==> src/rtl/s2a_pkg.sv <==
package s2a_pkg;
    localparam int MAX_DATA = 9;

    typedef logic [1:0] len_code_t;

    typedef struct packed {
        logic                brk;
        logic [MAX_DATA-1:0] data;
    } s2a_char_t;

    typedef enum logic [1:0] {DF_IDLE, DF_DATA, DF_STOP} df_state_t;
    typedef enum logic [1:0] {SR_IDLE, SR_START, SR_DATA, SR_STOP} sr_state_t;

    function automatic logic [3:0] data_bits(len_code_t code);
        return 4'd6 + {2'b00, code};
    endfunction
endpackage

==> src/rtl/s2a_deframer.sv <==
module s2a_deframer
    import s2a_pkg::*;
(
    input  logic      clk,
    input  logic      rst,
    input  logic      clr,
    input  logic      rx_bit,
    input  logic      rx_stb,
    input  len_code_t char_len,
    output logic      push,
    output s2a_char_t push_char,
    output logic      mark
);
    df_state_t           st;
    logic [3:0]          cnt;
    logic [MAX_DATA-1:0] sh;
    logic [3:0]          last_idx;

    assign last_idx = data_bits(char_len) - 4'd1;

    always_comb begin
        push           = rx_stb && (st == DF_STOP);
        push_char.data = sh;
        push_char.brk  = !rx_bit && (sh == '0);
        mark           = rx_stb && rx_bit && (st == DF_IDLE);
    end

    always_ff @(posedge clk) begin
        if (clr) begin
            st  <= DF_IDLE;
            cnt <= '0;
            sh  <= '0;
        end else if (rx_stb) begin
            case (st)
                DF_IDLE: if (!rx_bit) begin
                    st  <= DF_DATA;
                    cnt <= '0;
                    sh  <= '0;
                end
                DF_DATA: begin
                    sh[cnt] <= rx_bit;
                    if (cnt == last_idx) st <= DF_STOP;
                    else                 cnt <= cnt + 4'd1;
                end
                DF_STOP: begin
                    cnt <= '0;
                    sh  <= '0;
                    // a 0 here with live data is the next start bit (deleted stop)
                    if (rx_bit || sh == '0) st <= DF_IDLE;
                    else                    st <= DF_DATA;
                end
                default: st <= DF_IDLE;
            endcase
        end
    end

    // a deleted stop bit opens the next character at once
    p_deleted_stop_r3: assert property (@(posedge clk) disable iff (rst)
        (!clr && push && !push_char.brk && !rx_bit) |=> (st == DF_DATA || clr));
endmodule

==> src/rtl/s2a_fifo.sv <==
module s2a_fifo
    import s2a_pkg::*;
#(
    parameter int DEPTH = 4
) (
    input  logic      clk,
    input  logic      rst,
    input  logic      clr,
    input  logic      push,
    input  s2a_char_t wdata,
    input  logic      pop,
    output s2a_char_t rdata,
    output logic      empty
);
    localparam int AW = (DEPTH > 1) ? $clog2(DEPTH) : 1;
    localparam int CW = $clog2(DEPTH + 1);

    s2a_char_t       mem [DEPTH];
    logic [AW-1:0]   wp, rp;
    logic [CW-1:0]   cnt;
    logic            wr, rd;

    assign empty = (cnt == '0);
    assign wr    = push && (cnt != CW'(DEPTH));
    assign rd    = pop && !empty;
    assign rdata = mem[rp];

    always_ff @(posedge clk) begin
        if (clr) begin
            wp  <= '0;
            rp  <= '0;
            cnt <= '0;
        end else begin
            if (wr) begin
                mem[wp] <= wdata;
                wp <= (wp == AW'(DEPTH - 1)) ? '0 : wp + AW'(1);
            end
            if (rd) rp <= (rp == AW'(DEPTH - 1)) ? '0 : rp + AW'(1);
            cnt <= cnt + CW'(wr) - CW'(rd);
        end
    end

    // the player never takes a character that is not there
    p_pop_nonempty_r8: assert property (@(posedge clk) disable iff (rst)
        pop |-> (cnt != '0));
endmodule

==> src/rtl/s2a_serializer.sv <==
module s2a_serializer
    import s2a_pkg::*;
#(
    parameter int NOM_CYC = 40,
    parameter int ACC_W   = 16
) (
    input  logic      clk,
    input  logic      rst,
    input  logic      clr,
    input  logic      ext_ovr,
    input  len_code_t char_len,
    input  logic      mark,
    input  logic      fifo_empty,
    input  s2a_char_t fifo_char,
    output logic      pop,
    output logic      line,
    output logic      stb
);
    localparam int    AW1     = ACC_W + 1;
    localparam longint ONE    = longint'(1) << ACC_W;
    localparam logic [ACC_W:0] INC_N  = AW1'((ONE * 101) / (100 * NOM_CYC));
    localparam logic [ACC_W:0] INC_E  = AW1'((ONE * 1023) / (1000 * NOM_CYC));
    localparam logic [ACC_W:0] LIM_F  = AW1'(ONE);
    localparam logic [ACC_W:0] LIM_SE = AW1'((ONE * 7) / 8);
    localparam int    MIN_GAP = int'(((ONE * 7) / 8) / ((ONE * 1023) / (1000 * NOM_CYC)));
    localparam int    GW      = $clog2(4 * NOM_CYC + 2);
    localparam logic [GW-1:0] GMAX = '1;

    sr_state_t       st;
    s2a_char_t       cur;
    logic [ACC_W:0]  acc, inc, lim, sum;
    logic [3:0]      idx, last_idx;
    logic            tick, hold_low, mark_pend;
    logic [GW-1:0]   gap;

    assign last_idx = data_bits(char_len) - 4'd1;

    always_comb begin
        inc  = ext_ovr ? INC_E : INC_N;
        lim  = (st == SR_STOP && ext_ovr && !cur.brk) ? LIM_SE : LIM_F;
        sum  = acc + inc;
        tick = (sum >= lim);
        pop  = (st == SR_IDLE) && !fifo_empty;
    end

    always_ff @(posedge clk) begin
        if (clr) begin
            st        <= SR_IDLE;
            cur       <= '0;
            acc       <= '0;
            idx       <= '0;
            line      <= 1'b1;
            stb       <= 1'b0;
            hold_low  <= 1'b0;
            mark_pend <= 1'b0;
        end else begin
            stb <= 1'b0;
            if (pop)  mark_pend <= 1'b0;
            if (mark) mark_pend <= 1'b1;
            case (st)
                SR_IDLE: begin
                    if (pop) begin
                        cur      <= fifo_char;
                        st       <= SR_START;
                        acc      <= '0;
                        line     <= 1'b0;
                        stb      <= 1'b1;
                        hold_low <= 1'b0;
                    end else begin
                        if (hold_low && mark_pend) hold_low <= 1'b0;
                        line <= !(hold_low && !mark_pend);
                    end
                end
                SR_START: begin
                    if (tick) begin
                        acc  <= sum - lim;
                        st   <= SR_DATA;
                        idx  <= '0;
                        line <= cur.data[0];
                        stb  <= 1'b1;
                    end else acc <= sum;
                end
                SR_DATA: begin
                    if (tick) begin
                        acc <= sum - lim;
                        stb <= 1'b1;
                        if (idx == last_idx) begin
                            st   <= SR_STOP;
                            line <= !cur.brk;
                        end else begin
                            idx  <= idx + 4'd1;
                            line <= cur.data[idx + 4'd1];
                        end
                    end else acc <= sum;
                end
                SR_STOP: begin
                    if (tick) begin
                        st  <= SR_IDLE;
                        acc <= '0;
                        if (cur.brk) begin
                            hold_low <= !mark_pend;
                            line     <= mark_pend;
                        end else line <= 1'b1;
                    end else acc <= sum;
                end
                default: st <= SR_IDLE;
            endcase
        end
    end

    // spacing monitor for the rate assertion
    always_ff @(posedge clk) begin
        if (clr)             gap <= GMAX;
        else if (stb)        gap <= GW'(1);
        else if (gap != GMAX) gap <= gap + GW'(1);
    end

    // no two bit strobes closer than the shortest legal bit
    p_rate_limit_r4: assert property (@(posedge clk) disable iff (rst)
        stb |-> (int'(gap) >= MIN_GAP));
    // a regular stop slot stays high
    p_stop_high_r8: assert property (@(posedge clk) disable iff (rst)
        (st == SR_STOP && !cur.brk) |-> line);
    // a break never gets a high stop slot
    p_break_low_r6: assert property (@(posedge clk) disable iff (rst)
        (st == SR_STOP && cur.brk) |-> !line);
endmodule

==> src/rtl/sync_async_rx_conv.sv <==
module sync_async_rx_conv
    import s2a_pkg::*;
#(
    parameter int NOM_CYC = 40,
    parameter int ACC_W   = 16,
    parameter int DEPTH   = 4
) (
    input  logic       clk,
    input  logic       rst,
    input  logic       rx_bit,
    input  logic       rx_stb,
    input  logic [1:0] char_len,
    input  logic       ext_ovr,
    input  logic       bypass,
    output logic       tx_line,
    output logic       tx_stb
);
    logic      clr, push, pop, mark, empty, ser_line, ser_stb;
    s2a_char_t in_char, out_char;

    assign clr = rst || bypass;

    s2a_deframer u_deframer (
        .clk(clk), .rst(rst), .clr(clr), .rx_bit(rx_bit), .rx_stb(rx_stb),
        .char_len(char_len), .push(push), .push_char(in_char), .mark(mark)
    );

    s2a_fifo #(.DEPTH(DEPTH)) u_fifo (
        .clk(clk), .rst(rst), .clr(clr), .push(push), .wdata(in_char),
        .pop(pop), .rdata(out_char), .empty(empty)
    );

    s2a_serializer #(.NOM_CYC(NOM_CYC), .ACC_W(ACC_W)) u_ser (
        .clk(clk), .rst(rst), .clr(clr), .ext_ovr(ext_ovr), .char_len(char_len),
        .mark(mark), .fifo_empty(empty), .fifo_char(out_char),
        .pop(pop), .line(ser_line), .stb(ser_stb)
    );

    assign tx_line = bypass ? rx_bit : ser_line;
    assign tx_stb  = bypass ? rx_stb : ser_stb;

    // mark state straight after reset
    p_reset_mark_r1: assert property (@(posedge clk)
        (rst && !bypass) |=> (bypass || (tx_line && !tx_stb)));
endmodule

==> config.mk <==
export PLATFORM = sky130hd
export DESIGN_NAME = sync_async_rx_conv
export DESIGN_NICKNAME = d
export VERILOG_FILES = /design/src/rtl/s2a_pkg.sv /design/src/rtl/s2a_deframer.sv /design/src/rtl/s2a_fifo.sv /design/src/rtl/s2a_serializer.sv /design/src/rtl/sync_async_rx_conv.sv
export SDC_FILE = /design/constraint.sdc
export NUM_CORES = 1
export LEC_CHECK = 0
export BUFFER_PORTS_ARGS = -buffer_cell sky130_fd_sc_hd__buf_2
export CAP_MARGIN = 20
export CORE_MARGIN = 8
export CORE_UTILIZATION = 60
export DETAILED_ROUTE_END_ITERATION = 16
export PLACE_DENSITY = 0.86
export SYNTH_ARGS = -nofsm -noshare
export SYNTH_HDL_FRONTEND = slang
export SYNTH_HIERARCHICAL = 1
export SYNTH_SLANG_ARGS = --single-unit
==> constraint.sdc <==
create_clock -name clk -period 6.8 [get_ports clk]
set_clock_uncertainty 0.15 [all_clocks]
set_input_delay 0.68 -clock clk [delete_from_list [all_inputs] [get_ports clk]]
set_output_delay 0.68 -clock clk [all_outputs]
set_load 0.005 [all_outputs]
==> reports/results.ini <==
[synthesis]
async_flop_share = 0
ys_seq_area_frac = 0.447
ys_types = 80
synth_nets = 566
syn_area_per_cell_um2 = 10.2
synth_enable_flop_cells = 40
synth_cells = 527
synth_seq_cells = 100
synth_warnings = 6
synth-main-ff-cell = dfxtp_1
ys_top_cells_by_area = dfxtp_1, edfxtp_1, ha_1
yosysTopAreaCellShare = 0.224
synth_area_leader_cell = dfxtp_1
synth_area_um2 = 5370

[sta]
final_hold_viol_count = 0
timing.final.crit_share = 0.697
setup_viol = 0
max_freq_mhz = 211
min_period_ps = 4740
relSlewSlack = 0.386
slew_viol_final = 0
rsz0062_at_grt = no
hold_slack_ps = 319
worstMarginPinSlew_ps = 916
finalSetupTns_ps = 0

[global_route]
grt_max_degree = 63
grt_pass1_vias = 3827
grt_overflow_total = 0
antenna_found_initial = 0
grt_pass1_wl_um = 17900
grt.total_usage = 0.175

[place]
dpl.hpwl_um = 7850
io_buffers = 9
gp_congestion = 0.864
dp.cells = 625

[worst_setup_path]
crit_path_max_fanout = 10
cp.required_ps = 6950
critPathLaunchType = input pin
path_class = input pin to flop
critPathCaptureType = flop
arrival_ps = 4890

[hold_path]
hold_class = flop to flop

[route]
wl_per_cell_um = 17.1
postRouteAntennaNets = 0
routed_via_density = 6.18
drt_wl_total_um = 10900
first_pass_iters = 4
drc = 0
vias = 3960
drt_iter0_drc = 248

[finish]
syn2layout_area_growth_pct = 5.38
layout-drive-gt1-share = 0.129
finalNonFillerCells = 641
diodes = 0
nNetsFinal = 567

[cts]
ctsRootBufferMaster = clkbuf_8
cts_made_buffers = 9
cts_htree_levels = 3
ctsResizeCount = 0
worstSkewPairLatency_ps = 360
hold_buffers = 0
cts.sinks = 100
cts_tree = yes
cts.clk_slew.worst_paths_ps = 100
clock_path_buffers = 2
post-cts-setup-buffers = 0

[pwr]
p_total_uw = 1020
p_leak_uw = 0.00196
irDropWorstVdd_mv = 0.109
power.density_nw_per_um2 = 179

[status]
status = complete, no violations

[die]
core_um2 = 8720
rows = 34
ios = 10
start_util = 0.616
dieArea_um2 = 12200
die_h_um = 111
die_x_um = 111

[job]
max_cap_violations = 0

[worst max-delay path, stage by stage]
cell      delay, ps
buf_2           110
inv_1           110
ha_1            370
a21oi_2         260
o21ai_1         140
a41o_1          290
nor2_1          220
nor3b_1         100
xnor2_1         300
inv_1            90
ha_1            310
nand4b_1        100
nor3_1          130
o21ai_0         130
a2111o_1        400
a2111o_1        410
nand2_2         250
mux2_2          370
o21ai_1         120
[synthesized netlist by cell type, types with 3 or more instances]
cell type	n
edfxtp_1	40
a21o_1	6
buf_6	3
xnor2_1	9
xor2_1	8
dfxtp_1	60
clkbuf_1	12
or3_1	4
or4_1	4
o21ai_1	7
mux2i_1	9
ha_1	29
nor3_1	11
nand2_1	60
o211ai_1	6
nand3_1	12
buf_2	3
and2_1	3
a21oi_1	44
nor2b_1	6
and3_1	4
mux4_2	12
inv_1	26
nor3b_1	7
a31oi_1	3
mux2_2	4
nor2_1	33
nand3b_1	3
or2_2	4
o21ai_0	19
o21a_1	4
nand2b_1	11
[sequential cells by signal (all words and copies together), names as in the netlist, named ones only]
| signal | count |
|---|---|
| u_ser/hold_low | 1 |
| u_fifo/rp | 2 |
| u_deframer/cnt | 4 |
| u_deframer/sh | 9 |
| u_ser/mark_pend | 1 |
| u_ser/cur | 10 |
| u_fifo/cnt | 3 |
| u_ser/idx | 4 |
| u_ser/st | 2 |
| u_fifo/mem | 40 |
| u_ser/acc | 16 |
| u_fifo/wp | 2 |
| u_ser/line | 1 |
| u_deframer/st | 2 |
| u_ser/stb | 1 |
[final timing paths]
kind / from / to / slack [ps] / depth (start not counted)
worst min-delay path: u_ser/cur[5] / u_ser/cur[5] / 320 / 2
worst max-delay path: ext_ovr / u_ser/acc[14] / 2060 / 19
worst min register to register: u_ser/cur[5] / u_ser/cur[5] / 320 / 2
worst max register to register: u_ser/acc[5] / u_ser/acc[14] / 2320 / 17
[cells in the final DEF (no fill, tap or decap), drive strengths merged, types with 4 or more instances in the layout]
| cell | Yosys | layout |
|---|---|---|
| a21o | 6 | 6 |
| a21oi | 45 | 45 |
| and2 | 5 | 5 |
| and3 | 4 | 4 |
| buf | 8 | 10 |
| clkbuf | 12 | 9 |
| clkinv | 0 | 4 |
| dfxtp | 60 | 60 |
| edfxtp | 40 | 40 |
| ha | 29 | 29 |
| inv | 28 | 31 |
| mux2 | 5 | 5 |
| mux2i | 9 | 9 |
| mux4 | 12 | 12 |
| nand2 | 61 | 61 |
| nand2b | 12 | 12 |
| nand3 | 12 | 12 |
| nor2 | 33 | 33 |
| nor2b | 6 | 6 |
| nor3 | 11 | 11 |
| nor3b | 7 | 7 |
| o211ai | 7 | 7 |
| o21a | 4 | 4 |
| o21ai | 26 | 26 |
| or2 | 5 | 5 |
| or3 | 4 | 4 |
| or4 | 4 | 4 |
| xnor2 | 9 | 9 |
| xor2 | 8 | 8 |
[layout make-up]
class	count	area, µm²
timing repair buffer	10	52.6
sequential	100	2400
multi-input combinational	379	2780
clock buffer	9	124
tap	108	135
fill	646	3060
clock inverter	7	58.8
inverter	28	105
[routing by layer]
| layer | global-route usage | wire (µm) | up-vias |
|---|---|---|---|
| li1 | - | - | 1924 |
| met1 | 0.208 | 4730 | 1878 |
| met2 | 0.302 | 5510 | 137 |
| met3 | 0.0265 | 506 | 21 |
| met4 | 0.0820 | 200 | 0 |
| met5 | 0 | 0 | - |
[logic make-up (layout without fill, tap and decap cells)]
group	Yosys count	count (layout)	synth area share
AO/OA/AOI/OAI	130	130	0.170
XOR/XNOR	17	17	0.0277
adder cells (fa/ha/maj)	31	31	0.0750
buffers and inverters	48	54	0.0384
flip-flops	100	100	0.447
multiplexers	26	26	0.0782
AND/OR/NAND/NOR	175	175	0.164
[stage by stage]
step                       util  cell area [µm²]  setup WS [ps]
after floorplan               -             5370           2300
after global placement    0.628             5480           1890
after detailed placement  0.628             5480           1710
after CTS                 0.649             5660           2110
after global routing      0.649             5660           1770
final                     0.649             5660           2060
[report_power, final]
part           leakage [µW]  internal [µW]  switching (µW)  total, µW
registers          0.000834            619            1.70        621
logic               0.00103           14.2            27.1       41.4
clock network     0.0000974            140             214        354
total               0.00196            773             243       1020
(Power assumes the default switching activity.)
